$ cat config.mk
export PLATFORM = sky130hd
export DESIGN_NAME = ilim_softstart
export DESIGN_NICKNAME = d
export VERILOG_FILES = /design/src/rtl/ilim_ss_pkg.sv /design/src/rtl/ilim_ss_timer.sv /design/src/rtl/ilim_ss_seq.sv /design/src/rtl/ilim_ss_scale.sv /design/src/rtl/ilim_softstart.sv
export SDC_FILE = /design/constraint.sdc
export NUM_CORES = 1
export LEC_CHECK = 0
export ABC_AREA = 1
export BUFFER_PORTS_ARGS = -buffer_cell sky130_fd_sc_hd__buf_2
export CORE_MARGIN = 2
export CORE_UTILIZATION = 62
export CTS_BUF_LIST = sky130_fd_sc_hd__clkbuf_4 sky130_fd_sc_hd__clkbuf_8
export DETAILED_ROUTE_END_ITERATION = 10
export GPL_TIMING_DRIVEN = 0
export PLACE_DENSITY = 0.81
export SETUP_SLACK_MARGIN = 0.02
export SLEW_MARGIN = 10
export SYNTH_ARGS = -nofsm -noshare
export SYNTH_HDL_FRONTEND = slang
export SYNTH_SLANG_ARGS = --single-unit
$ cat constraint.sdc
create_clock -name clk -period 9.8 [get_ports clk]
set_input_delay 1.47 -clock clk [delete_from_list [all_inputs] [get_ports clk]]
set_output_delay 1.47 -clock clk [all_outputs]
set_load 0.01 [all_outputs]
$ cat src/rtl/ilim_ss_pkg.sv
package ilim_ss_pkg;

  typedef enum logic [2:0] {
    ST_OFF  = 3'd0,
    ST_P40  = 3'd1,
    ST_P50  = 3'd2,
    ST_P60  = 3'd3,
    ST_P70  = 3'd4,
    ST_P80  = 3'd5,
    ST_FULL = 3'd6
  } ss_stage_e;

  localparam int unsigned PCT_W = 7;

  // Fraction (percent) in force for a given stage.
  function automatic logic [PCT_W-1:0] stage_pct(input ss_stage_e s);
    case (s)
      ST_P40:  return 7'd40;
      ST_P50:  return 7'd50;
      ST_P60:  return 7'd60;
      ST_P70:  return 7'd70;
      ST_P80:  return 7'd80;
      ST_FULL: return 7'd100;
      default: return 7'd0;
    endcase
  endfunction

  // Stage reached when the timer expires in stage s.
  function automatic ss_stage_e stage_next(input ss_stage_e s);
    case (s)
      ST_P40:  return ST_P50;
      ST_P50:  return ST_P60;
      ST_P60:  return ST_P70;
      ST_P70:  return ST_P80;
      ST_P80:  return ST_FULL;
      ST_FULL: return ST_FULL;
      default: return ST_OFF;
    endcase
  endfunction

  // True for stages whose dwell is measured by the step interval.
  function automatic logic stage_is_step(input ss_stage_e s);
    return (s == ST_P50) || (s == ST_P60) || (s == ST_P70) || (s == ST_P80);
  endfunction

endpackage

$ cat src/rtl/ilim_ss_timer.sv
module ilim_ss_timer #(
  parameter int unsigned HOLD_CYC = 80000,
  parameter int unsigned STEP_CYC = 256
) (
  input  logic clk,
  input  logic rst_n,
  input  logic clear,
  input  logic long_mode,
  input  logic short_mode,
  output logic tick
);
  localparam int unsigned MAX_CYC = (HOLD_CYC > STEP_CYC) ? HOLD_CYC : STEP_CYC;
  localparam int unsigned CNT_W   = (MAX_CYC < 2) ? 1 : $clog2(MAX_CYC);
  localparam logic [CNT_W-1:0] HOLD_LAST = CNT_W'(HOLD_CYC - 1);
  localparam logic [CNT_W-1:0] STEP_LAST = CNT_W'(STEP_CYC - 1);

  logic [CNT_W-1:0] cnt_q;
  logic             hit_hold;
  logic             hit_step;

  assign hit_hold = long_mode  && (cnt_q == HOLD_LAST);
  assign hit_step = short_mode && (cnt_q == STEP_LAST);
  assign tick     = !clear && (hit_hold || hit_step);

  always_ff @(posedge clk or negedge rst_n) begin
    if (!rst_n) begin
      cnt_q <= '0;
    end else if (clear || tick) begin
      cnt_q <= '0;
    end else begin
      cnt_q <= cnt_q + 1'b1;
    end
  end
endmodule

$ cat src/rtl/ilim_ss_seq.sv
module ilim_ss_seq
  import ilim_ss_pkg::*;
(
  input  logic      clk,
  input  logic      rst_n,
  input  logic      hiz,
  input  logic      tick,
  output ss_stage_e stage,
  output logic      timer_clear,
  output logic      in_hold,
  output logic      in_step
);
  ss_stage_e stage_q;

  always_ff @(posedge clk or negedge rst_n) begin
    if (!rst_n) begin
      stage_q <= ST_OFF;
    end else if (hiz) begin
      stage_q <= ST_OFF;
    end else if (stage_q == ST_OFF) begin
      stage_q <= ST_P40;
    end else if (tick) begin
      stage_q <= stage_next(stage_q);
    end
  end

  assign stage       = stage_q;
  assign in_hold     = (stage_q == ST_P40);
  assign in_step     = stage_is_step(stage_q);
  assign timer_clear = hiz || !(in_hold || in_step);
endmodule

$ cat src/rtl/ilim_ss_scale.sv
module ilim_ss_scale
  import ilim_ss_pkg::*;
#(
  parameter int unsigned CODE_W = 8
) (
  input  logic [CODE_W-1:0] code,
  input  logic [PCT_W-1:0]  pct,
  input  logic              force_off,
  output logic [CODE_W-1:0] scaled
);
  localparam int unsigned PROD_W = CODE_W + PCT_W;

  // floor(code * pct / 100); never exceeds code for pct <= 100.
  function automatic logic [CODE_W-1:0] scale_code(input logic [CODE_W-1:0] c,
                                                   input logic [PCT_W-1:0]  p);
    logic [PROD_W-1:0] prod;
    logic [PROD_W-1:0] quo;
    prod = PROD_W'(c) * PROD_W'(p);
    quo  = prod / PROD_W'(100);
    return quo[CODE_W-1:0];
  endfunction

  assign scaled = force_off ? '0 : scale_code(code, pct);
endmodule

$ cat src/rtl/ilim_softstart.sv
module ilim_softstart
  import ilim_ss_pkg::*;
#(
  parameter int unsigned CLK_HZ  = 1_000_000,
  parameter int unsigned CODE_W  = 8,
  parameter int unsigned HOLD_US = 80_000,
  parameter int unsigned STEP_US = 256
) (
  input  logic              clk,
  input  logic              rst_n,
  input  logic              hiz_i,
  input  logic [CODE_W-1:0] ilim_code_i,
  output logic [CODE_W-1:0] ilim_eff_o,
  output logic              ss_done_o
);
  localparam longint unsigned HOLD_RAW = (longint'(CLK_HZ) * longint'(HOLD_US)) / 1_000_000;
  localparam longint unsigned STEP_RAW = (longint'(CLK_HZ) * longint'(STEP_US)) / 1_000_000;
  localparam int unsigned HOLD_CYC = (HOLD_RAW < 1) ? 1 : int'(HOLD_RAW);
  localparam int unsigned STEP_CYC = (STEP_RAW < 1) ? 1 : int'(STEP_RAW);

  // Named internal events, observed by the bound checker.
  ss_stage_e        stage;
  logic             tick;
  logic             timer_clear;
  logic             in_hold;
  logic             in_step;
  logic [PCT_W-1:0] cur_pct;

  ilim_ss_seq u_seq (
    .clk        (clk),
    .rst_n      (rst_n),
    .hiz        (hiz_i),
    .tick       (tick),
    .stage      (stage),
    .timer_clear(timer_clear),
    .in_hold    (in_hold),
    .in_step    (in_step)
  );

  ilim_ss_timer #(
    .HOLD_CYC(HOLD_CYC),
    .STEP_CYC(STEP_CYC)
  ) u_timer (
    .clk       (clk),
    .rst_n     (rst_n),
    .clear     (timer_clear),
    .long_mode (in_hold),
    .short_mode(in_step),
    .tick      (tick)
  );

  assign cur_pct = stage_pct(stage);

  ilim_ss_scale #(
    .CODE_W(CODE_W)
  ) u_scale (
    .code     (ilim_code_i),
    .pct      (cur_pct),
    .force_off(hiz_i || !rst_n),
    .scaled   (ilim_eff_o)
  );

  assign ss_done_o = rst_n && !hiz_i && (stage == ST_FULL);
endmodule

### Word level (Yosys, flattened, before mapping)

Index checks and enable logic that the tools add are counted.
W data, S select, Z words.

* flip-flop bits (word level): 20
* output and inout port bits: 9
* word-level logic and storage cells: 40

* $add $sub $neg: 1
* multipliers: 1
* div/mod/pow operators: 1
* equality and inequality tests: 8
* muxes and demuxes: 7
* reduce and logical (&&, ||, !) cells: 20

Operators with widths (count)
* $pmux W7 S6: 1
* $add A17 B1 Y17 const B: 1
* $eq A17 B17 Y1 const B: 1
* $eq A17 B8 Y1 const B: 1
* $mux W17: 1
* $div A15 B7 Y15 const B: 1
* $mul A8 B7 Y15: 1
* $pmux W3 S5: 1
* $eq A3 B3 Y1 const B: 3
* $mux W3: 3
* $logic_or A1 B1 Y1: 8
* $mux W8: 1
* $eq A3 B2 Y1 const B: 2
* $logic_and A1 B1 Y1: 5
* $logic_not A1 Y1: 4
* $eq A3 B1 Y1 const B: 1
* $logic_not A3 Y1: 1
* $reduce_bool A3 Y1: 1
* $reduce_or A2 Y1: 1

### Longest topological paths before layout

* depth in word-level cells: 12
* depth in mapped cells: 63
* depth with buffers taken out: 63

### Hierarchy

A second synthesis with hierarchy kept.

* cells, all modules: 747
* area total of the unflattened synthesis: 4727.0 sq um

Modules (own cells, without submodules)
* ilim_ss_scale: instances 1, cells an instance 563, area an instance 3450.8 sq um
* ilim_ss_timer: instances 1, cells an instance 131, area an instance 955.9 sq um
* ilim_ss_seq: instances 1, cells an instance 34, area an instance 231.5 sq um
* ilim_softstart: instances 1, cells an instance 19, area an instance 88.8 sq um

### Least setup slack after synthesis

No wires, ideal clock.

* kind: input-to-output
* start: input ilim_code_i[3]
* end: output ilim_eff_o[0]
* arrival time: 7.585 ns
* data required time: 8.330 ns
* slack: 0.745 ns
* stages on the path: 50
* path buffers: 0
* cells stage by stage: inv_1 -> nor2_1 -> fa_1 -> inv_1 -> fa_1 -> fa_1 -> inv_1 -> ha_1 -> fa_1 -> nand2_1 -> nand2_1 -> nand3_1 -> nand2_1 -> nand2_1 -> nand2_2 -> nand3_2 -> nand3_2 -> nand2_1 -> (+14 left out) -> nand4_4 -> nand2_4 -> nand2_4 -> nand2_2 -> nand2_2 -> nor2_4 -> inv_1 -> nand3_1 -> nand4_4 -> nand2_4 -> nand2_4 -> nand2_2 -> nand4_4 -> nand2_2 -> nand2_2 -> a21oi_1 -> nand3_1 -> a21oi_2

* word-level cells in the longest chain between the ends: 3

Ends and longest elaborated chain
* start, declared: line ilim_softstart.sv:12 `input logic [CODE_W-1:0] ilim_code_i,`
* $mul A8 B7 Y15: line ilim_ss_scale.sv:18 `prod = PROD_W'(c) * PROD_W'(p);`
* $div A15 B7 Y15: line ilim_ss_scale.sv:19 `quo = prod / PROD_W'(100);`
* $mux W8: line ilim_ss_scale.sv:23 `assign scaled = force_off ? '0 : scale_code(code, pct);`
* end, declared: line ilim_softstart.sv:13 `output logic [CODE_W-1:0] ilim_eff_o,`

No other way between the ends.

### Final worst setup path

Ends and elaborated chain as after synthesis.

==> run metrics <==
Final Slew Violations 0; Clock Tree Buf Depth 2; CTS tree done; slew margin rel. 0.437; crit path DAT between 8 and 9 ns; Hold Vio Cnt, Final 0; crit end category primary output; nets@finish between 700 and 800; wirelength, routed between 10000 and 15000 um; most frequent cells in the layout nand2_1, inv_1, nor2_1; CP Class input port to primary output; final setup vio count 1; RSZ-0062 raised after global routing true; residual DRC count 0; yosys synthesis warning count 0; n_diodes 0; Final Core Density 0.828; Setup WS post-layout -0.00176 ns; Mapped Cells approximately 590; share of layout cells above drive strength 1 0.335; post-DP HPWL about 6500 um; Peak Freq approximately 100 MHz; outcome finished, violations left; syn_area_per_cell between 6 and 7 sq um; Worst path max stage delay 0.58 ns; core area about 6000 sq um; HP Class flip-flop to flip-flop; Min-Delay Path Depth 1; hold buffer count at cts 0; worst slew pin tran 0.839 ns; CTS H-tree depth 1; I/O Buffers 19; Critical Path Fanout Max 7; type of element launching the critical path input port; number of max-cap violations 0; clk slew on worst S/H paths about 0.07 ns; clk sinks 20; reg2reg path depth 13; Final ANT Viol Nets 0; post-synth cell types 39; largest net degree at the start of global routing 22; drt initial violations 216; Final Skew 0.00179 ns; area grow syn2layout 27.4%; Mapped Area around 3900 sq um; Ports 20; Starting Density 0.651; Die Ht between 80 and 90 um; Skew-Pair Late Insertion Delay 0.26 ns; num rows 28; vias in the first global route roughly 3600; TritonCTS buffer count 3; GRT overflow 0; DR pass1 iterations 5; Fillers 388; min cycle time layout ~9.8 ns; CTS Root Cell clkbuf_8; Seq/Total Area, Yosys 0.128; full die area 6970 sq um; Syn Nets 660; failing checks negative setup slack; first-pass GRT wire length about 15000 um; via/cell ratio between 5 and 6; via count about 4000; CP max stage cell fa_1; flops & latches, synth 20; Die W 83.5 um; Critical Path RT 8.33 ns; GRT Total Usage 0.244; commonest non-fill, non-tap cell in the layout nand2_1; average wire per standard cell between 10 and 15 um; Final Wtd Congestion slightly above 0.9; initial antenna violation count 0; Tcrit/Tclk final 1.00; most frequent CP cell nand2_2
[synthesized netlist by cell type, drive strengths merged]
master / number / area (sq um)
o21a: 1 / 7.51
nor3: 10 / 50.1
a21oi: 19 / 98.9
clkbuf: 1 / 3.75
fa: 25 / 500
nor3b: 5 / 37.5
nand4: 18 / 183
or2: 2 / 12.5
inv: 119 / 447
dfrtp: 20 / 500
xor2: 6 / 52.6
o21ai: 18 / 90.1
o41ai: 1 / 8.76
xnor2: 3 / 26.3
and3: 2 / 12.5
o211ai: 5 / 37.5
nor4: 4 / 25.0
nand3: 49 / 283
nand2: 160 / 738
nor2: 84 / 350
ha: 32 / 400
nand3b: 3 / 22.5
a31oi: 1 / 6.26
a21o: 2 / 16.3
clkinv: 1 / 3.75
and2: 1 / 6.26
[final cells by class]
class                           instances  area (sq um)  area share
Buffer                                  1          3.75    0.000752
Clock buffer                            3          41.3     0.00827
Inverter                              120           498      0.0997
Multi-Input combinational cell        451          3540       0.709
Sequential cell                        20           500       0.100
Tap cell                               75          93.8      0.0188
Timing Repair Buffer                   44           318      0.0637
[sequential cells by signal, indices dropped and copies added (netlist names)]
register,flops
u_timer.cnt_q,17
u_seq.stage,3
[path summary, 6_finish.rpt]
check,start,end,slack [ns]
setup / recovery,ilim_code_i[3],ilim_eff_o[0],-0.002
hold / removal,u_timer.cnt_q[0],u_timer.cnt_q[0],0.47
setup reg to reg,u_timer.cnt_q[0],u_timer.cnt_q[16],7.07
hold reg to reg,u_timer.cnt_q[0],u_timer.cnt_q[0],0.47
max in group asynchronous,rst_n,u_timer.cnt_q[7],8.32
min in group asynchronous,rst_n,u_seq.stage[1],1.16
[worst max-delay path, delay by kind of cell]
family	cells	cell delay [ns]
simple gates	35	3.25
fa+ha+maj	5	2.13
buf+inv	8	0.84
compound gates	4	0.61
[what timing repair did]
action	4_1_cts	5_1_grt
cloned	0	0
gates resized for setup	11	158
setup endpoints to repair	1	2
pin swaps	8	89
buffers inserted	6	19
[per-stage QoR]
step	cell area (sq um)	setup WS, ns	setup TNS, ns	instances	hold WS [ns]
4_1_cts	4240	0.0576	0	695	0.475
6_report	4990	-0.00176	-0.00176	714	0.466
3_3_place_gp	4110	0.0483	0	686	0.448
3_5_place_dp	4110	-0.126	-0.126	686	0.465
2_1_floorplan	3920	0.745	0	592	0.433
5_1_grt	4990	-0.375	-0.543	714	0.504
[cell families after synthesis]
group / after synthesis / synth area share
AO/OA/AOI/OAI: 47 / 0.0677
XOR/XNOR: 9 / 0.0201
adder cells (fa/ha/maj): 57 / 0.230
buffers and inverters: 121 / 0.116
flip-flops: 20 / 0.128
AND/OR/NAND/NOR: 338 / 0.439
[layer usage]
| layer | GRT usage | up-vias | wire length [um] |
|---|---|---|---|
| met2 | 0.449 | 112 | 5510 |
| li1 | - | 1975 | - |
| met5 | 0 | - | 0 |
| met4 | 0.0469 | 0 | 354 |
| met3 | 0.0307 | 39 | 322 |
| met1 | 0.308 | 1882 | 4110 |
Power is left out: the tool's default activity adds up to more than one toggle a clock period on the data nets, which glitch-free logic cannot reach.
